File: src/rtl/adc_seq_pkg.sv
// Shared types for the conversion sequencer.
// Assumes: one sequencer state at a time; no other block imports these types.
package adc_seq_pkg;
    typedef enum logic [1:0] {
        SQ_IDLE   = 2'd0,
        SQ_SAMPLE = 2'd1,
        SQ_CONV   = 2'd2
    } seq_state_e;

    localparam int STAT_W       = 16;
    localparam int STAT_SCF_BIT = 15;
endpackage

File: src/rtl/adc_sample_timer.sv
// Sample window countdown.
// On load it computes (2 << smp) * divider - 1 and counts down to zero when dec is high.
// Assumes: the caller raises dec only while it is waiting, and at most 256 ticks per window.
module adc_sample_timer #(
    parameter int PRS_W = 5,
    parameter int SMP_W = 2,
    parameter int CNT_W = 9
) (
    input  logic             clk,
    input  logic             rst_n,
    input  logic             load,
    input  logic             dec,
    input  logic [SMP_W-1:0] smp,
    input  logic [PRS_W-1:0] prs,
    output logic             zero
);
    localparam int PROD_W = 2 * CNT_W;

    logic [CNT_W-1:0]  cnt_q;
    logic [CNT_W-1:0]  div_v;
    logic [CNT_W-1:0]  per_v;
    logic [PROD_W-1:0] prod_v;
    logic [CNT_W-1:0]  load_v;

    // Window length from the divider and sample codes; illegal divider codes fall back to 4.
    always_comb begin
        if (prs >= PRS_W'(1) && prs <= PRS_W'(7))
            div_v = CNT_W'({prs, 1'b0}) + CNT_W'(2);
        else
            div_v = CNT_W'(4);
        per_v  = CNT_W'(2) << smp;
        prod_v = PROD_W'(div_v) * PROD_W'(per_v);
        load_v = CNT_W'(prod_v) - CNT_W'(1);
    end

    // Countdown register.
    always_ff @(posedge clk) begin
        if (!rst_n)
            cnt_q <= '0;
        else if (load)
            cnt_q <= load_v;
        else if (dec && cnt_q != '0)
            cnt_q <= cnt_q - CNT_W'(1);
    end

    assign zero = (cnt_q == '0);

    AST_TIMER_NO_WRAP: assert property (@(posedge clk) disable iff (!rst_n)
        (!load && cnt_q == '0) |=> (cnt_q == '0));
endmodule

File: src/rtl/adc_chan_map.sv
// Maps the configured select and the current slot to the multiplexer channel.
// Assumes: SLOTS is 8, so 3 pointer bits address the slots, and CH_W is 4.
module adc_chan_map #(
    parameter int CH_W  = 4,
    parameter int PTR_W = 3
) (
    input  logic             multi,
    input  logic             len8,
    input  logic [CH_W-1:0]  sel,
    input  logic [PTR_W-1:0] ptr,
    output logic [CH_W-1:0]  chan
);
    // Single mode uses all select bits; group modes replace the low bits with the slot index.
    always_comb begin
        if (!multi)
            chan = sel;
        else if (len8)
            chan = {sel[CH_W-1:PTR_W], ptr};
        else
            chan = {sel[CH_W-1:PTR_W-1], ptr[PTR_W-2:0]};
    end
endmodule

File: src/rtl/adc_result_bank.sv
// Result slots with one completion flag each.
// A write sets the flag of its slot, a read clears it (the write wins a tie), and clr_all clears every flag.
// Assumes: wr_en and clr_all are never high together.
module adc_result_bank #(
    parameter int SLOTS = 8,
    parameter int DW    = 8,
    localparam int PTR_W = $clog2(SLOTS)
) (
    input  logic             clk,
    input  logic             rst_n,
    input  logic             wr_en,
    input  logic [PTR_W-1:0] wr_slot,
    input  logic [DW-1:0]    wr_data,
    input  logic             clr_all,
    input  logic             rd_en,
    input  logic [PTR_W-1:0] rd_slot,
    output logic [DW-1:0]    rd_data,
    output logic [SLOTS-1:0] flags
);
    logic [DW-1:0] res_q [SLOTS];

    for (genvar i = 0; i < SLOTS; i++) begin : g_slot
        // Data register of slot i.
        always_ff @(posedge clk) begin
            if (!rst_n)
                res_q[i] <= '0;
            else if (wr_en && wr_slot == PTR_W'(i))
                res_q[i] <= wr_data;
        end

        // Completion flag of slot i.
        always_ff @(posedge clk) begin
            if (!rst_n)
                flags[i] <= 1'b0;
            else if (clr_all)
                flags[i] <= 1'b0;
            else if (wr_en && wr_slot == PTR_W'(i))
                flags[i] <= 1'b1;
            else if (rd_en && rd_slot == PTR_W'(i))
                flags[i] <= 1'b0;
        end
    end

    assign rd_data = res_q[rd_slot];

    AST_FLAG_SETS_ON_WRITE: assert property (@(posedge clk) disable iff (!rst_n)
        (wr_en && !clr_all) |=> flags[$past(wr_slot)]);
endmodule

File: src/rtl/adc_seq_ctrl.sv
// Conversion sequencer top.
// Runs 4- or 8-conversion passes over one channel or a channel group, handshakes with an
// external converter core (request held until done), and keeps the status word and the interrupt.
// Assumes: the core answers every request with a one-cycle conv_done; config inputs other
// than cfg_* are stable during a sample window.
module adc_seq_ctrl
    import adc_seq_pkg::*;
#(
    parameter int SLOTS = 8,
    parameter int DW    = 8,
    parameter int CH_W  = 4,
    parameter int PRS_W = 5,
    parameter int SMP_W = 2,
    parameter int CNT_W = 9
) (
    input  logic                  clk,
    input  logic                  rst_n,
    input  logic                  pwr_en,
    input  logic                  irq_en,
    input  logic [SMP_W-1:0]      smp_sel,
    input  logic [PRS_W-1:0]      prs_sel,
    input  logic                  cfg_we,
    input  logic                  cfg_len8,
    input  logic                  cfg_scan,
    input  logic                  cfg_multi,
    input  logic [CH_W-1:0]       cfg_sel,
    input  logic                  scf_clr,
    input  logic                  rd_en,
    input  logic [$clog2(SLOTS)-1:0] rd_slot,
    output logic [DW-1:0]         rd_data,
    output logic                  conv_req,
    output logic [CH_W-1:0]       conv_chan,
    input  logic                  conv_done,
    input  logic [DW-1:0]         conv_data,
    output logic [STAT_W-1:0]     status,
    output logic                  irq
);
    localparam int PTR_W = $clog2(SLOTS);
    localparam int PAD_W = STAT_W - 1 - PTR_W - SLOTS;

    seq_state_e       state_q;
    logic [PTR_W-1:0] ptr_q;
    logic             scf_q;
    logic             len8_q, scan_q, multi_q;
    logic [CH_W-1:0]  sel_q;
    logic [SLOTS-1:0] flags;
    logic             start, store, last, tmr_zero, tmr_load, tmr_dec;

    assign start    = cfg_we && pwr_en;
    assign last     = len8_q ? (ptr_q == PTR_W'(SLOTS - 1)) : (ptr_q == PTR_W'(SLOTS / 2 - 1));
    assign store    = pwr_en && !cfg_we && (state_q == SQ_CONV) && conv_done;
    assign tmr_load = start || (store && !(last && !scan_q));
    assign tmr_dec  = (state_q == SQ_SAMPLE);
    assign conv_req = (state_q == SQ_CONV);

    // Sequencer state, slot pointer and latched mode.
    always_ff @(posedge clk) begin
        if (!rst_n) begin
            state_q <= SQ_IDLE;
            ptr_q   <= '0;
            len8_q  <= 1'b0;
            scan_q  <= 1'b0;
            multi_q <= 1'b0;
            sel_q   <= '0;
        end else if (!pwr_en) begin
            state_q <= SQ_IDLE;
        end else if (cfg_we) begin
            state_q <= SQ_SAMPLE;
            ptr_q   <= '0;
            len8_q  <= cfg_len8;
            scan_q  <= cfg_scan;
            multi_q <= cfg_multi;
            sel_q   <= cfg_sel;
        end else begin
            case (state_q)
                SQ_SAMPLE: if (tmr_zero) state_q <= SQ_CONV;
                SQ_CONV: if (conv_done) begin
                    ptr_q   <= last ? '0 : ptr_q + PTR_W'(1);
                    state_q <= (last && !scan_q) ? SQ_IDLE : SQ_SAMPLE;
                end
                default: state_q <= SQ_IDLE;
            endcase
        end
    end

    // Sequence-complete flag: start clears, end of pass sets, write-one clears.
    always_ff @(posedge clk) begin
        if (!rst_n)
            scf_q <= 1'b0;
        else if (start)
            scf_q <= 1'b0;
        else if (store && last)
            scf_q <= 1'b1;
        else if (scf_clr)
            scf_q <= 1'b0;
    end

    adc_sample_timer #(.PRS_W(PRS_W), .SMP_W(SMP_W), .CNT_W(CNT_W)) u_timer (
        .clk  (clk),
        .rst_n(rst_n),
        .load (tmr_load),
        .dec  (tmr_dec),
        .smp  (smp_sel),
        .prs  (prs_sel),
        .zero (tmr_zero)
    );

    adc_chan_map #(.CH_W(CH_W), .PTR_W(PTR_W)) u_map (
        .multi(multi_q),
        .len8 (len8_q),
        .sel  (sel_q),
        .ptr  (ptr_q),
        .chan (conv_chan)
    );

    adc_result_bank #(.SLOTS(SLOTS), .DW(DW)) u_bank (
        .clk    (clk),
        .rst_n  (rst_n),
        .wr_en  (store),
        .wr_slot(ptr_q),
        .wr_data(conv_data),
        .clr_all(start),
        .rd_en  (rd_en),
        .rd_slot(rd_slot),
        .rd_data(rd_data),
        .flags  (flags)
    );

    assign status = {scf_q, {PAD_W{1'b0}}, ptr_q, flags};
    assign irq    = irq_en && scf_q;

    AST_WRITE_CLEARS_STATUS: assert property (@(posedge clk) disable iff (!rst_n)
        start |=> (status == '0));
    AST_SHORT_PASS_RANGE: assert property (@(posedge clk) disable iff (!rst_n)
        (state_q != SQ_IDLE && !len8_q) |-> !ptr_q[PTR_W-1]);
    AST_GROUP_STAYS: assert property (@(posedge clk) disable iff (!rst_n)
        (conv_req && multi_q && !len8_q) |-> (conv_chan[CH_W-1:CH_W-2] == sel_q[CH_W-1:CH_W-2]));
    AST_NO_REQ_UNPOWERED: assert property (@(posedge clk) disable iff (!rst_n)
        !$past(pwr_en) |-> !conv_req);
endmodule

File: config.mk
export PLATFORM = sky130hd
export DESIGN_NAME = adc_seq_ctrl
export DESIGN_NICKNAME = d
export VERILOG_FILES = /design/src/rtl/adc_seq_pkg.sv /design/src/rtl/adc_sample_timer.sv /design/src/rtl/adc_chan_map.sv /design/src/rtl/adc_result_bank.sv /design/src/rtl/adc_seq_ctrl.sv
export SDC_FILE = /design/constraint.sdc
export NUM_CORES = 1
export LEC_CHECK = 0
export CORE_MARGIN = 2
export CORE_UTILIZATION = 40
export DETAILED_ROUTE_END_ITERATION = 10
export PLACE_DENSITY_LB_ADDON = 0.2
export SLEW_MARGIN = 30
export SYNTH_ARGS = -nofsm -noshare
export SYNTH_HDL_FRONTEND = slang
export SYNTH_SLANG_ARGS = --single-unit
File: constraint.sdc
create_clock -name clk -period 15.59 [get_ports clk]
set_input_delay 3.118 -clock clk [delete_from_list [all_inputs] [get_ports clk]]
set_output_delay 3.118 -clock clk [all_outputs]
set_load 0.05 [all_outputs]
# == Yosys cells after proc, flatten, opt, wreduce, memory -nomap -nowiden ==
# Memory sizes are Yosys's and may differ from the RTL's.
# Index checks and enable logic that the tools add are counted.
# word_totals
regBits,30
ram_bits,64
inputBits,33
out_inout_bits,30
mem_count,1
# op_classes
n_addsub,4
n_mul,1
magnitude_cmp,2
n_eq_ne,20
shift,1
n_mux,66
bitwise,10
reduce_logical,53
# memory_table
name,words,word_bits,rd,rd_ports_with_merged_regs,wr,line,rtl
u_bank.res_q,8,8,1,0,8,adc_result_bank.sv:20,logic [DW-1:0] res_q [SLOTS];
# ops
op,n
$mux W8,8
$mux W1,46
$mux W9,3
$logic_and A1 B1 Y1,26
$eq A3 B3 Y1 const B,8
$reduce_bool A2 Y1,12
$mux W3,6
$sub A9 B1 Y9 const B,2
$eq A3 B2 Y1 const B,4
$logic_not A9 Y1,1
$mul A9 B9 Y9,1
$reduce_bool A9 Y1,1
$shl A2 B2 Y9 const A,1
$or A1 B1 Y1,8
$reduce_and A2 Y1,4
$add A6 B2 Y7 const B,1
$eq A3 B1 Y1 const B,2
$logic_not A3 Y1,2
$ge A5 B1 Y1 const B,1
$le A5 B3 Y1 const B,1
$mux W2,2
$pmux W2 S2,1
$add A3 B1 Y3 const B,1
$logic_not A1 Y1,3
11 further kinds,12

# == Logic depth before layout (Yosys ltp) ==
# logic_depth
word_depth,9
mapped_depth,20
ltp_nobuf,20

# == Modules after synthesis ==
# A second synthesis with hierarchy kept.
# unflattened
hier_cells,473
area_unflattened_um2,5252.5
# by_module_without_submodules
mod,n_inst,cells_per_inst,area_each_um2,seq_area_each_um2
adc_result_bank,1,243,3319.4,2082.0
adc_sample_timer,1,144,1192.4,180.2
adc_seq_ctrl,1,81,689.4,260.2
adc_chan_map,1,5,51.3,0.0

# == Least setup slack after synthesis ==
# No wires, ideal clock.
# synth_timing
path_kind,input to output
start,input rd_slot[0]
end,output rd_data[0]
arrival_time_ns,4.572
required_time_ns,12.472
path_slack_ns,7.900
path_stages,4
cell_sequence,buf_2 buf_2 mux4_2 mux2_2
# synth_between
elab_chain_len,1
# synth_rtl
element,line,rtl
"start, declared",adc_seq_ctrl.sv:29,"input logic [$clog2(SLOTS)-1:0] rd_slot,"
$mem_v2 Z8 W8,n/a,
"end, declared",adc_seq_ctrl.sv:30,"output logic [DW-1:0] rd_data,"
# Every way passes these cells.

# == Final worst setup path ==
# layout_timing
start,input rd_slot[1]
end,output rd_data[5]
# The elaborated chain is that of the path after synthesis.

==> run metrics <==
status complete, no violations; setup skew after layout 0.00652 ns; Synth Instances 457; crit-path max FO 21; core area 0.0126 mm^2; Max-Cap Viols 0; Syn Area/Cell 11.3 um^2; CTS buffer count 9; CP arrival 5.66 ns; CTS HTree Levels 3; DRT iter0 DRCs 289; non-filler cells, final 684; Total Power 0.594 mW; WS Path Type input port to primary output; leakage 2.50 nW; register bit total from synthesis 94; final hold violation count 0; row count 41; Unique masters post-synth 51; number of I/O port buffers 58; endpoint of the worst hold path sel_q[2]; Overall Global Routing Usage 17.9%; Die H 118 um; warnings from Yosys 0; PwrDens 95.7 mW/mm^2; most common cell in the netlist edfxtp_1; Synth area leaders edfxtp_1 37%, dfxtp_1 12%, mux4_2 7.0%, ha_1 5.8%, and3_1 5.2%; post-CTS sizing 0; Ports 63; min-delay worst type register to register; HPWL after DPL 8.60 mm; largest net degree at the start of global routing 22; total number of vias 3594; Hold Crit Start sel_q[2]; Hold-fix buffers, CTS 0; die area 0.0139 mm^2; layout net count 574; fin area 0.00620 mm^2; TritonCTS clock tree built; worst setup margin 6.81 ns; WL/cell 17.5 um; Initial Util 41.1%; Worst-path clk slew 0.06 ns; worst setup path startpoint rd_slot[1]; total global routing overflow 0; TritonCTS Sinks 94; Final Util 49.1%; Yosys top cell area share 37.1%; setup TNS 0 ns; unrepaired setup endpoints after global routing no; Syn-to-layout area delta 19.7%; Yosys top cell by area edfxtp_1; vias in the first global route 3606; slew margin rel. 34.9%; DRC viols 0; fraction of registers with async set/reset 0%; placed insts 668; Final Cycle Share 56.3%; DR vias/cell 5.25; Post-synth EDFFs 64; GPL Wtd Cong 0.797; postcts setup bufs 0; root buffer cell clkbuf_16; peak supply drop 0.0394 mV; Post-DP Area 0.00590 mm^2; Pre-antenna DRT Iters 5; sequential share of the synthesized area 48.7%; Commonest cells post-synth 64 x edfxtp_1, 43 x and3_1, 37 x nand2_1, 30 x dfxtp_1; Period minus WS final 8.78 ns; Clock Tree Buf Depth 2; crit path launch type input port; Hold Slack 0.454 ns; reg-to-reg critical path startpoint ptr_q[2]; first-pass GRT wire length 19.3 mm; Worst EP required 12.47 ns; Synth Flop Type edfxtp_1; r2r setup slk 13.25 ns; layout cell share with drive strength beyond 1 9.96%; worst hold path depth 2; Syn Std Cell Area 0.00518 mm^2; Clk Latency, worst-skew pair 0.34 ns; Worst Setup End Kind primary output; Inserted Diodes 0; initial antenna violation count 0; Tightest Pin Transition 0.973 ns; width of the chip 118 um; fmax 114 MHz; final slew viol count 0; pre-CTS setup slack 6.81 ns; WL final 12.0 mm; Critical R2R Capture u_timer.cnt_q[6]; post-route ant nets 0; Setup violations, final 0; Worst R2R Path Depth 7
how the worst max path moves through the flow:
stage | end | slack (ns) | cells after the start
after floorplan | rd_data[0] | 7.90 | 4
after global placement | rd_data[0] | 6.48 | 4
after detailed placement | rd_data[0] | 6.81 | 4
after CTS | rd_data[0] | 6.81 | 4
after global routing | rd_data[5] | 6.76 | 4
final | rd_data[5] | 6.81 | 4
placed cells by master (no fill, tap or decap), types with 7 or more instances in the layout:
master,Yosys,layout
clkdlybuf4s50_1,0,57
mux2_2,10,10
inv_1,28,28
clkbuf_16,0,9
and3_1,43,43
a21oi_1,23,23
nor3_1,11,10
nand2_1,37,37
nor2_1,20,20
ha_1,24,24
fa_1,10,10
dfxtp_1,30,30
o21ai_0,11,11
and2_1,28,28
nand3_1,13,13
mux4_2,16,16
xnor2_1,9,9
edfxtp_1,64,64
conb_1,2,7
state kept, by name, summed over array words and instances, names as in the netlist, 2 cells and up:
| signal | flops |
|---|---|
| u_bank.flags | 8 |
| u_bank.res_q | 64 |
| ptr_q | 3 |
| sel_q | 4 |
| state_q | 2 |
| u_timer.cnt_q | 9 |
where the power goes:
part           leakage (nW)  switching (mW)  internal, mW
combinational          1.47          0.0528        0.0403
sequential            0.885         0.00523         0.276
clock                 0.141          0.0945         0.125
logic make-up (layout without fill, tap and decap cells):
group                    Yosys count  after routing  synth area share [%]
AND/OR/NAND/NOR                  182            182                  19.3
flip-flops                        94             94                  48.7
buffers and inverters             54            104                  4.44
AO/OA/AOI/OAI                     52             52                  6.18
adder cells (fa/ha/maj)           34             34                  9.66
multiplexers                      27             27                  9.32
XOR/XNOR                          12             12                  2.29
other                              2              7                 0.145
layer usage:
metal  up-vias  wire length, um  global-route usage, %
li1       1729                -                      -
met1      1730             5100                   23.2
met2       120             5950                   30.2
met3        15              734                   3.83
met4         0              173                   5.20
met5         -                0                      0
cell type report:
| cell class | count | area [um^2] |
|---|---|---|
| flip-flops and latches | 94 | 2520 |
| clock inverters | 6 | 67.6 |
| fillers | 1168 | 6420 |
| repair buffers | 59 | 583 |
| multi-input cells | 314 | 2470 |
| clock buffers | 10 | 229 |
| inverters | 29 | 109 |
| well taps | 172 | 215 |
critical path, stage by stage:
cell	delay, ns
clkdlybuf4s50_1	1.10
mux4_2	0.42
mux2_2	0.28
clkdlybuf4s50_1	0.71
Power figures use the tool's default switching activity.
